**src/rtl/pfm_pkg.sv**
```systemverilog
// Shared constants and types for the power-state and fault manager.
// Assumes the fault bit positions below are fixed by the surrounding logic.
package pfm_pkg;
    localparam int NFLT   = 7;
    localparam int ST_W   = 2;
    localparam int F_OC   = 0;
    localparam int F_UV   = 1;
    localparam int F_OV   = 2;
    localparam int F_CLK  = 3;
    localparam int F_OTSD = 4;
    localparam int F_OTW  = 5;
    localparam int F_DC   = 6;
    // Errors force high impedance; the warning bit is excluded.
    localparam logic [NFLT-1:0] ERR_BITS = ~(NFLT'(1) << F_OTW);

    typedef enum logic [ST_W-1:0] {
        ST_DEEP  = 2'b00,
        ST_SLEEP = 2'b01,
        ST_HIZ   = 2'b10,
        ST_PLAY  = 2'b11
    } pstate_e;
endpackage

```
**src/rtl/pfm_fault_cell.sv**
```systemverilog
// One fault flag: follows its input, or holds it until a clear pulse.
// A mask forces the flag to zero. When a clear and an input arrive together, the input wins.
module pfm_fault_cell (
    input  logic clk,
    input  logic rst_n,
    input  logic raw,
    input  logic latch_en,
    input  logic clr,
    input  logic mask,
    output logic q
);
    // Update the flag from the input, the hold mode, the clear and the mask.
    always_ff @(posedge clk) begin
        if (!rst_n)        q <= 1'b0;
        else if (mask)     q <= 1'b0;
        else if (latch_en) q <= (q & ~clr) | raw;
        else               q <= raw;
    end
endmodule

```
**src/rtl/pfm_fault_bank.sv**
```systemverilog
// One fault cell per flag bit, each with its own hold and mask control.
// Assumes the controls are already decoded per bit by the parent.
module pfm_fault_bank
    import pfm_pkg::*;
#(
    parameter int N = NFLT
) (
    input  logic         clk,
    input  logic         rst_n,
    input  logic [N-1:0] raw,
    input  logic [N-1:0] latch_en,
    input  logic [N-1:0] mask,
    input  logic         clr,
    output logic [N-1:0] flags
);
    for (genvar g = 0; g < N; g++) begin : g_cell
        pfm_fault_cell u_cell (
            .clk      (clk),
            .rst_n    (rst_n),
            .raw      (raw[g]),
            .latch_en (latch_en[g]),
            .clr      (clr),
            .mask     (mask[g]),
            .q        (flags[g])
        );
    end
endmodule

```
**src/rtl/pfm_state_ctrl.sv**
```systemverilog
// Registers the effective power state. An active error overrides the request
// with high impedance. Assumes err_any comes from registered flags.
module pfm_state_ctrl
    import pfm_pkg::*;
(
    input  logic            clk,
    input  logic            rst_n,
    input  logic [ST_W-1:0] req,
    input  logic            err_any,
    output logic [ST_W-1:0] state
);
    pstate_e st_q;

    // Take the request, or high impedance while an error is present.
    always_ff @(posedge clk) begin
        if (!rst_n)       st_q <= ST_DEEP;
        else if (err_any) st_q <= ST_HIZ;
        else              st_q <= pstate_e'(req);
    end

    assign state = st_q;
endmodule

```
**src/rtl/pwr_fault_mgr.sv**
```systemverilog
// Power-state and fault manager top. It decodes the hold and mask controls per
// fault bit, keeps the flags, drives the active-low fault output and sequences
// the power state. Assumes all inputs are synchronous to clk.
module pwr_fault_mgr
    import pfm_pkg::*;
(
    input  logic            clk,
    input  logic            rst_n,
    input  logic [ST_W-1:0] state_req,
    input  logic [NFLT-1:0] flt_in,
    input  logic            latch_clk_en,
    input  logic            latch_otsd_en,
    input  logic            latch_otw_en,
    input  logic            otw_mask,
    input  logic            otsd_autorec_en,
    input  logic            fault_clr,
    output logic [ST_W-1:0] state_eff,
    output logic [NFLT-1:0] flt_flags,
    output logic            fault_n
);
    logic [NFLT-1:0] hold_v;
    logic [NFLT-1:0] mask_v;
    logic            err_any;

    // Decode the per-bit hold mode from the configuration bits.
    always_comb begin
        hold_v         = '0;
        hold_v[F_CLK]  = latch_clk_en;
        hold_v[F_OTSD] = latch_otsd_en & ~otsd_autorec_en;
        hold_v[F_OTW]  = latch_otw_en;
        hold_v[F_DC]   = 1'b1;
    end

    // Only the warning bit can be masked.
    always_comb begin
        mask_v        = '0;
        mask_v[F_OTW] = otw_mask;
    end

    pfm_fault_bank #(.N(NFLT)) u_bank (
        .clk      (clk),
        .rst_n    (rst_n),
        .raw      (flt_in),
        .latch_en (hold_v),
        .mask     (mask_v),
        .clr      (fault_clr),
        .flags    (flt_flags)
    );

    assign err_any = |(flt_flags & ERR_BITS);
    assign fault_n = ~(|flt_flags);

    pfm_state_ctrl u_state (
        .clk     (clk),
        .rst_n   (rst_n),
        .req     (state_req),
        .err_any (err_any),
        .state   (state_eff)
    );
endmodule

```
**config.mk**
```make
export PLATFORM = sky130hd
export DESIGN_NAME = pwr_fault_mgr
export DESIGN_NICKNAME = d
export VERILOG_FILES = /design/src/rtl/pfm_pkg.sv /design/src/rtl/pfm_fault_cell.sv /design/src/rtl/pfm_fault_bank.sv /design/src/rtl/pfm_state_ctrl.sv /design/src/rtl/pwr_fault_mgr.sv
export SDC_FILE = /design/constraint.sdc
export NUM_CORES = 1
export LEC_CHECK = 0
export ABC_AREA = 0
export BUFFER_PORTS_ARGS = -buffer_cell sky130_fd_sc_hd__buf_2
export CAP_MARGIN = 10
export CORE_AREA = 2 2 39 41
export CTS_CLUSTER_DIAMETER = 150
export DETAILED_ROUTE_END_ITERATION = 7
export DIE_AREA = 0 0 41 43
export PLACE_DENSITY_LB_ADDON = 0.08
export SLEW_MARGIN = 20
export SYNTH_ARGS = -nofsm -noshare
export SYNTH_HDL_FRONTEND = slang
export SYNTH_SLANG_ARGS = --single-unit
```
**constraint.sdc**
```tcl
create_clock -name clk -period 3.06 [get_ports clk]
set_input_delay 0.153 -clock clk [delete_from_list [all_inputs] [get_ports clk]]
set_output_delay 0.153 -clock clk [all_outputs]
set_load 0.005 [all_outputs]
```
* Yosys cells after proc, flatten, opt, wreduce, memory -nomap -nowiden *
Cells that the tools add are included.

cells by class
  shift operators = 0
  magnitude comparators = 0
  equal/unequal tests = 0
  $mul = 0
  div/mod/pow operators = 0
  muxes and demuxes = 4
  add/sub/neg operators = 0
  reductions and logical operators = 4
  bitwise gates (word level) = 13

operator list
  cell                number
  OR reduction 7 bit  2
  OR reduction 6 bit  1
  AND 1 bit           5
  NOT 1 bit           4
  bitwise OR 1 bit    4
  2-to-1 mux 1 bit    3
  2-to-1 mux 2 bit    1
  OR reduction 2 bit  1

storage, ports and cells
  word-level logic and storage cells = 30
  memories kept = 0
  memory bits (writable) = 0
  flip-flop bits (word level) = 9
  bits in latches = 0
  ROM bits = 0

* Logic depth before layout (Yosys ltp) *
Gate-level depths: netlist (run 1).

  depth after elaboration = 4
  mapped depth = 2
  mapped depth without buffers = 2

* Cells and area by module *
A second synthesis (run 1) with hierarchy kept.

second synthesis, totals
  cell total of the unflattened synthesis = 46
  area, all modules = 396.6 sq um

modules (own cells, without submodules)
  module          cells each  area each (sq um)  times used
  pfm_fault_cell  5           42.5               7
  pfm_state_ctrl  4           56.3               1
  pwr_fault_mgr   7           42.5               1

* Least setup slack after synthesis (run 1) *
Ideal clock, no wire load.

  path type = reg-to-reg
  from = register u_bank.g_cell[3].u_cell.q
  to = register u_state.st_q[1], in the netlist u_state.state[1]
  arrival = 1.125 ns
  clock period less this slack = 1.251 ns
  setup time = 0.125 ns
  data required time = 2.935 ns
  cell stages (with the launch flop) = 3
  slack = 1.809 ns
  cell sequence = dfxtp_1 > or4_4 > o41a_1

between the ends
  word-level cells in the longest chain between the ends = 2

ends and longest elaborated chain
  what                    line                  RTL
  from (decl)             pfm_fault_cell.sv:10  output logic q
  from (signal assigned)  pfm_fault_cell.sv:16  else if (latch_en) q <= (q & ~clr) | raw;
  from (signal assigned)  pfm_fault_cell.sv:17  else q <= raw;
  OR reduction 6 bit      pwr_fault_mgr.sv:50   assign err_any = |(flt_flags & ERR_BITS);
  2-to-1 mux 2 bit        pfm_state_ctrl.sv:17  else if (err_any) st_q <= ST_HIZ;
  to (signal assigned)    pfm_state_ctrl.sv:18  else st_q <= pstate_e'(req);
  to (decl)               pfm_state_ctrl.sv:12  pstate_e st_q;

Every way passes these cells.
A chain may end at the register's enable or synchronous reset.

* Worst setup path in the final report (run 1) *
  from = register u_bank.g_cell[3].u_cell.q
  to = output port fault_n

between the ends
  word-level cells in the longest chain between the ends = 2

ends and longest elaborated chain
  what                line                 RTL
  OR reduction 7 bit  pwr_fault_mgr.sv:51  assign fault_n = ~(|flt_flags);
  NOT 1 bit           pwr_fault_mgr.sv:51
  to (decl)           pwr_fault_mgr.sv:19  output logic fault_n

Every way passes these cells.

==> results of run 1 <==
how the worst min path moves through the flow:
stage | to | slack [ps] | cells after the start
after global placement | u_bank.g_cell[2].u_cell.q | 360 | 2
after CTS | u_bank.g_cell[2].u_cell.q | 90 | 2
after detailed placement | u_bank.g_cell[2].u_cell.q | 350 | 2
after global routing | u_bank.g_cell[2].u_cell.q | 90 | 2
after floorplan | u_bank.g_cell[3].u_cell.q | 270 | 1
final | u_bank.g_cell[2].u_cell.q | 100 | 2
cell usage after synthesis (all sizes together) (2+ instances only):
| cell | number | area (um^2) |
|---|---|---|
| dfxtp | 9 | 180 |
| nor4 | 2 | 12.5 |
| and2 | 3 | 18.8 |
| buf | 7 | 52.6 |
| o21a | 3 | 22.5 |
power by group:
group,leakage [nW],internal (W),switching [W]
sequential,0.0748,0.000124,0.00000414
combinational,0.157,0.0000188,0.0000106
clock,0.0150,0.0000500,0.0000380
total,0.247,0.000193,0.0000528
final cells by class:
cell class | instances | area [um^2] | share of cell area
sequential | 9 | 180 | 0.371
timing repair buffer | 26 | 130 | 0.268
multi-input combinational | 17 | 125 | 0.258
clock buffer | 4 | 26.3 | 0.0541
tap | 16 | 20.0 | 0.0412
inverter | 1 | 3.75 | 0.00773
per-layer routing:
metal	global-route usage	wire, um	vias up
met1	0.114	309	141
met5	0	0	-
met4	0.0600	0	0
met3	0.0471	81	0
met2	0.131	328	16
li1	-	-	156
critical path: cells and delay by family (launching register included):
| family | cells | cell delay [ps] |
|---|---|---|
| DFF | 1 | 320 |
| buffers and inverters | 1 | 150 |
| and+or+nand+nor | 2 | 710 |
kinds of logic (layout without fill, tap and decap cells):
logic type,Yosys count,count (layout),share of synthesized area
AOI/OAI and AO/OA,5,5,0.107
DFF,9,9,0.498
and+or+nand+nor,12,12,0.239
buffers and inverters,8,31,0.156
through the flow:
stage               total power, W  worst slack [ps]   util
floorplan                 0.000147              1810      -
global placement          0.000161              1760  0.332
detailed placement        0.000161              1740  0.332
CTS                       0.000253              1450  0.351
global route              0.000265              1380  0.351
finish                    0.000245              1470  0.351
registers in the layout, summed over array words and instances (netlist names):
signal	count
u_state.state	2
u_bank.g_cell.u_cell.q	7
==> flow_metrics.tcl, run 1 <==
set metrics [dict create \
    clk_latency_ps 250 \
    rr_endpoint "u_state.state[1]" \
    gp_congestion 0.615 \
    drt_iter0_drc 3 \
    ir_drop_v 0.000201 \
    floorplan.initialDensity 0.261 \
    first_pass_iters 2 \
    antenna_found_initial 0 \
    dieHeight_um 43 \
    rows 14 \
    grt_usage 0.0957 \
    io_pins 27 \
    synth_area_um2 362 \
    gr-total-overflow 0 \
    yosys_register_bits 9 \
    syn_nets 51 \
    cts_buffers 3 \
    die_area_um2 1760 \
    ys_seq_area_frac 0.498 \
    wl_per_cell_um 9.85 \
    relSlewSlack 0.837 \
    timing.rr.start "u_bank.g_cell[3].u_cell.q" \
    hold_start "flt_in[2]" \
    areaGrowthSynthToFinish_pct 34.3 \
    cp.required_ps 2910 \
    detailroute.via_count 313 \
    antenna_cells 0 \
    setup_violations 0 \
    syn_inst 34 \
    slowest_stage "or4_4" \
    async_reset_ff_frac 0 \
    fin_area_um2 485 \
    worstRegToRegCells 2 \
    tightest_slew_ps 241 \
    path_cells "or4_4 -> nor4_1 -> buf_2" \
    critPathCapture "fault_n" \
    min_path_type "in -> reg" \
    hold_ws_ps 100 \
    drc_errors 0 \
    arrival_ps 1430 \
    hold_buffers 0 \
    synth_cell_types 15 \
    cts_sinks 9 \
    die_w_um 41 \
    min_period_over_period 0.518 \
    portBuffers 26 \
    core_um2 1380 \
    critPathMaxStageDelay_ps 550 \
    grt_pass1_wl_mm 1.10 \
    grt_max_degree 10 \
    synth_edf_count 0 \
    path_clk_slew_ps 60 \
    cts.path.max_buffers 2 \
    root_buffer "clkbuf_4" \
    fin_worst_skew_ps 5.99 \
    rsz0062_at_grt "no" \
    ant_nets 0 \
    power.leakage_nw 0.247 \
    cts_max_level 1 \
    ctsResizeCount 0 \
    grt_pass1_vias 293 \
    crit_path_end_kind "output pin" \
    wl_um 719 \
    instances_no_fill 73 \
    startpoint "u_bank.g_cell[3].u_cell.q" \
    fill_cells 153 \
    yosysWarnings 0 \
    status "complete, no violations" \
    layout_common_cells "26 x buf_2, 9 x dfxtp_1, 3 x and2_1, 3 x o21a_1, 3 x clkbuf_4" \
    dpl-instance-area_um2 459 \
    slew_viol_final 0 \
    final_common_cell "buf_2" \
    drv_cap 0 \
    fmax_ghz 0.630 \
    layout_min_cycle_time_ps 1590 \
    fin_nets 75 \
    startpoint_type "flip-flop" \
    ys.flop_type "dfxtp_1" \
    via_per_inst 4.29 \
    cp_max_fo 3 \
    syn_area_per_cell_um2 10.6 \
    power.density_nw_per_um2 505 \
    rrSetupSlack_ps 1760 \
    finalHoldViolCount 0 \
    cts_setup_buffers 0 \
    drive_above_1_share 0.544 \
    crit_type "reg -> out" \
    cts_tree "built" \
    dp_cells 69 \
    setup_tns_ps 0 \
]
No activity file was read; power rests on OpenSTA's default activity.
==> run 2: changes to the inputs <==
==> constraint.sdc (replaced) <==
create_clock -name clk -period 1.4 [get_ports clk]
set_input_delay 0.07 -clock clk [delete_from_list [all_inputs] [get_ports clk]]
set_output_delay 0.07 -clock clk [all_outputs]
set_load 0.005 [all_outputs]
==> flow_metrics.tcl, run 2 (synthesized netlist as in run 1, its figures left out) <==
set metrics [dict create \
    path_clk_slew_ps 60 \
    first_pass_iters 1 \
    startpoint_type "flip-flop" \
    cts_tree "built" \
    cp_max_fo 2 \
    fin_worst_skew_ps 4.71 \
    relSlewSlack 0.841 \
    drv_cap 0 \
    crit_path_end_kind "output pin" \
    hold_ws_ps 15.4 \
    holdPathEnd "u_bank.g_cell[2].u_cell.q" \
    instances_no_fill 74 \
    wl_um 748 \
    grt_usage 0.0894 \
    die_area_um2 1760 \
    rrSetupSlack_ps -20 \
    die_w_um 41 \
    power.density_nw_per_um2 1080 \
    antenna_cells 0 \
    gp_congestion 0.632 \
    fin_area_um2 502 \
    worstRegToRegCells 3 \
    crit_buf_inv 1 \
    min_period_over_period 1.03 \
    slew_viol_final 0 \
    dp_cells 69 \
    layout_min_cycle_time_ps 1450 \
    dp_hpwl_um 595 \
    violations "setup timing" \
    root_buffer "clkbuf_4" \
    hold_start "flt_in[2]" \
    cts_buffers 3 \
    largest_register_ffs 7 \
    fmax_ghz 0.690 \
    min_path_type "in -> reg" \
    rows 14 \
    multi_input_area_um2 131 \
    clk_latency_ps 250 \
    dpl-instance-area_um2 459 \
    areaGrowthSynthToFinish_pct 38.8 \
    drive_above_1_share 0.603 \
    grt_pass1_wl_mm 1.00 \
    crit_type "reg -> out" \
    cp.required_ps 1330 \
    regMostFlops "u_bank.g_cell.u_cell.q" \
    core_um2 1380 \
    fin_nets 76 \
    cp_top_family "simple AND/OR/NAND/NOR gates" \
    cts_sinks 9 \
    fin_ws_ps -48.5 \
    ir_drop_v 0.000432 \
    fill_cells 157 \
    grt_pass1_vias 260 \
    path_cells "or4_4 -> nor4_2 -> buf_2" \
    io_pins 27 \
    finalHoldViolCount 0 \
    dieHeight_um 43 \
    grt_max_degree 10 \
    hold_path_depth 2 \
    fin_util 0.363 \
    slowest_stage "or4_4" \
    register_area_um2 183 \
    timing.rr.start "u_bank.g_cell[2].u_cell.q" \
    ant_nets 0 \
    detailroute.via_count 313 \
    drt_iter0_drc 0 \
    floorplan.initialDensity 0.261 \
    setup_violations 2 \
    portBuffers 26 \
    via_per_inst 4.23 \
    critPathMaxStageDelay_ps 540 \
    final_common_cell "buf_2" \
    drc_errors 0 \
    setup_tns_ps -67.2 \
    hold_buffers 0 \
    rr_endpoint "u_state.state[1]" \
    arrival_ps 1380 \
    tightest_slew_ps 235 \
    cts.path.max_buffers 2 \
    rsz0062_at_grt "yes" \
    layout_common_cells "26 x buf_2, 7 x dfxtp_1, 3 x and2_1, 3 x o21a_1, 3 x clkbuf_4" \
    gr-total-overflow 0 \
    status "complete, but fails checks" \
    antenna_found_initial 0 \
    cts_max_level 1 \
    power.leakage_nw 0.253 \
    wl_per_cell_um 10.1 \
]
run 2: final cells by class:
type / count / area share
clock buffers: 4 / 0.0524
multi-input cells: 17 / 0.262
inverters: 1 / 0.00748
repair buffers: 27 / 0.274
well taps: 16 / 0.0399
flip-flops and latches: 9 / 0.364
run 2: per-stage QoR:
step,total power (W),setup slack [ps]
finish,0.000543,-48.5
global route,0.000580,-121
CTS,0.000552,-121
detailed placement,0.000352,111
global placement,0.000352,133
floorplan,0.000322,149
run 2: worst max path at each step:
| stage | start | slack [ps] | endpoint | depth (start not counted) |
|---|---|---|---|---|
| detailed placement | u_bank.g_cell[3].u_cell.q | 110 | u_state.state[1] | 2 |
| CTS | u_bank.g_cell[3].u_cell.q | -120 | fault_n | 3 |
| global placement | u_bank.g_cell[3].u_cell.q | 130 | u_state.state[1] | 2 |
| global route | u_bank.g_cell[2].u_cell.q | -120 | fault_n | 3 |
| floorplan | u_bank.g_cell[3].u_cell.q | 150 | u_state.state[1] | 2 |
| finish | u_bank.g_cell[2].u_cell.q | -50 | fault_n | 3 |
run 2: timing repair:
action / in CTS / in global routing
resized for setup: 1 / 2
setup endpoints to repair: 1 / 1
buffers inserted: 0 / 1
pin swaps: 0 / 1
run 2: metal layers:
| layer | routed length, um | up-vias | part of all wire | global-route usage |
|---|---|---|---|---|
| li1 | - | 158 | - | - |
| met1 | 328 | 139 | 0.44 | 0.106 |
| met2 | 336 | 16 | 0.45 | 0.119 |
| met3 | 83 | 0 | 0.11 | 0.0314 |
| met4 | 0 | 0 | 0 | 0.0800 |
| met5 | 0 | - | 0 | 0 |
run 2: where the power goes:
group          total (W)  switching (W)  leakage (nW)  internal [W]
Combinational  0.0000699      0.0000252         0.162     0.0000447
Clock           0.000193      0.0000833        0.0150      0.000109
Sequential      0.000281     0.00000982        0.0753      0.000271
Total           0.000543       0.000118         0.253      0.000425
==> run 3: changes to the inputs <==
--- a/config.mk
+++ b/config.mk
@@ -5,14 +5,14 @@
 export SDC_FILE = /design/constraint.sdc
 export NUM_CORES = 1
 export LEC_CHECK = 0
-export ABC_AREA = 0
+export ABC_AREA = 1
 export BUFFER_PORTS_ARGS = -buffer_cell sky130_fd_sc_hd__buf_2
 export CAP_MARGIN = 10
-export CORE_AREA = 2 2 39 41
+export CORE_UTILIZATION = 30
 export CTS_CLUSTER_DIAMETER = 150
 export DETAILED_ROUTE_END_ITERATION = 7
-export DIE_AREA = 0 0 41 43
 export PLACE_DENSITY_LB_ADDON = 0.08
+export SETUP_SLACK_MARGIN = 0.02
 export SLEW_MARGIN = 20
 export SYNTH_ARGS = -nofsm -noshare
 export SYNTH_HDL_FRONTEND = slang
==> flow_metrics.tcl, run 3 <==
set metrics [dict create \
    drv_cap 0 \
    timing.rr.start "u_bank.g_cell[6].u_cell.q" \
    path_clk_slew_ps 60 \
    io_pins 27 \
    ys.flop_type "dfxtp_1" \
    cts.path.max_buffers 2 \
    slew_viol_final 0 \
    fin_worst_skew_ps 5.00 \
    root_buffer "clkbuf_4" \
    fmax_ghz 0.936 \
    ctsResizeCount 0 \
    syn_nets 71 \
    power.share.switching 0.234 \
    power.leakage_nw 0.323 \
    yosysMostFrequentCell "nor2_1" \
    via_per_inst 3.87 \
    p_seq_frac 0.506 \
    detailroute.via_count 364 \
    finalHoldViolCount 0 \
    fin_nets 98 \
    synth_cell_types 10 \
    wl_um 760 \
    ant_nets 0 \
    final_common_cell "buf_2" \
    synth_top_area_frac 0.462 \
    grt_usage 0.133 \
    die_area_um2 1450 \
    power.switching_w 0.000130 \
    rrSetupSlack_ps 650 \
    hold_start "flt_in[6]" \
    largest_register_ffs 7 \
    clk_latency_ps 260 \
    drc_errors 0 \
    drive_above_1_share 0.388 \
    grt_max_degree 6 \
    regMostFlops "u_bank.g_cell.u_cell.q" \
    rsz0062_at_grt "no" \
    cp_max_fo 4 \
    holdPathEnd "u_bank.g_cell[6].u_cell.q" \
    min_period_over_period 0.763 \
    total_power_w 0.000554 \
    yosys_register_bits 9 \
    arrival_ps 1000 \
    portBuffers 26 \
    synth_area_leaders "dfxtp_1 46%, buf_4 13%, nor2_1 12%" \
    power.density_nw_per_um2 1020 \
    yosysWarnings 0 \
    synth_edf_count 0 \
    ys_seq_area_frac 0.462 \
    ir_drop_v 0.000476 \
    areaGrowthSynthToFinish_pct 38.8 \
    syn_area_per_cell_um2 7.23 \
    hold_path_depth 3 \
    hold_ws_ps 17.7 \
    syn_inst 54 \
    drt_iter0_drc 6 \
    layout_common_cells "26 x buf_2, 12 x nor2_1, 9 x inv_1, 9 x dfxtp_1, 8 x nand2_1" \
    antenna_cells 0 \
    floorplan.initialDensity 0.338 \
    antenna_found_initial 0 \
    relSlewSlack 0.898 \
    rows 12 \
    worstRegToRegCells 4 \
    cts_max_level 1 \
    gr-total-overflow 0 \
    instances_no_fill 94 \
    setup_violations 0 \
    cts_tree "built" \
    async_reset_ff_frac 0 \
    grt_pass1_wl_mm 1.25 \
    cts_buffers 3 \
    dieHeight_um 38.1 \
    first_pass_iters 2 \
    die_w_um 38.1 \
    comb_power_share 0.139 \
    pwr-share-clk 0.356 \
    internal_power_w 0.000424 \
    crit_type "reg -> out" \
    synth_area_um2 390 \
    setup_tns_ps 0 \
    grt_pass1_vias 317 \
    tightest_slew_ps 152 \
    status "complete, no violations" \
    core_um2 1160 \
    fin_util 0.469 \
    synth_top_area_cell "dfxtp_1" \
    crit_path_end_kind "output pin" \
    rr_endpoint "u_state.state[1]" \
    startpoint_type "flip-flop" \
    cp.required_ps 1330 \
    wl_per_cell_um 8.09 \
    gp_congestion 0.679 \
    synthTopCellsByCount "12 x nor2_1, 9 x dfxtp_1, 9 x inv_1" \
    dp_cells 87 \
    cts_sinks 9 \
    layout_min_cycle_time_ps 1070 \
    min_path_type "in -> reg" \
]
-- run 3: per-layer routing --
layer / part of all wire / wire length [um] / global-route usage
met5: 0 / 0 / 0
met4: 0.014 / 11 / 0.0804
met3: 0.091 / 69 / 0.0756
met2: 0.41 / 315 / 0.199
met1: 0.48 / 363 / 0.142
-- run 3: repair_timing --
| action | CTS | global route |
|---|---|---|
| hold buffers | 3 | 0 |
| setup buffers | 0 | 0 |
| endpoints found under the hold margin | 3 | 0 |
-- run 3: power groups by stage --
stage,sequential [W],clock (W),combinational (W)
global placement,0.000286,0,0.0000717
global route,0.000282,0.000225,0.0000894
detailed placement,0.000286,0,0.0000716
finish,0.000280,0.000197,0.0000768
floorplan,0.000284,0,0.0000440
CTS,0.000280,0.000208,0.0000783
-- run 3: area by class of cell --
class / instances / area [um^2]
fill: 125 / 614
sequential: 9 / 180
timing repair buffer: 29 / 160
multi-input combinational: 28 / 120
inverter: 10 / 37.5
clock buffer: 4 / 26.3
tap: 14 / 17.5
-- run 3: stage by stage --
stage	setup slack, ps	area, um^2
6_report	332	542
5_1_grt	201	542
4_1_cts	308	542
3_5_place_dp	601	485
3_3_place_gp	595	485
2_1_floorplan	728	390
-- run 3: worst max-delay path, stage by stage, from the launching register on --
cell,delay (ps)
dfxtp_1,330
nor2_1,100
nand3_1,100
nor2_1,90
buf_2,110
-- run 3: how the worst max path moves through the flow --
stage / start / to / depth (start not counted) / slack (ps)
after floorplan: u_bank.g_cell[4].u_cell.q / fault_n / 3 / 730
final: u_bank.g_cell[3].u_cell.q / fault_n / 4 / 330
after global placement: u_bank.g_cell[6].u_cell.q / fault_n / 4 / 590
after detailed placement: u_bank.g_cell[3].u_cell.q / fault_n / 4 / 600
after CTS: u_bank.g_cell[3].u_cell.q / fault_n / 4 / 310
after global routing: u_bank.g_cell[3].u_cell.q / fault_n / 4 / 200
-- run 3: kinds of logic (layout without fill, tap and decap cells) --
| group | count (synthesis) | in the layout | synth area share |
|---|---|---|---|
| flops | 9 | 9 | 0.462 |
| compound gates | 4 | 4 | 0.0609 |
| simple gates | 24 | 24 | 0.247 |
| buf+inv | 17 | 43 | 0.231 |
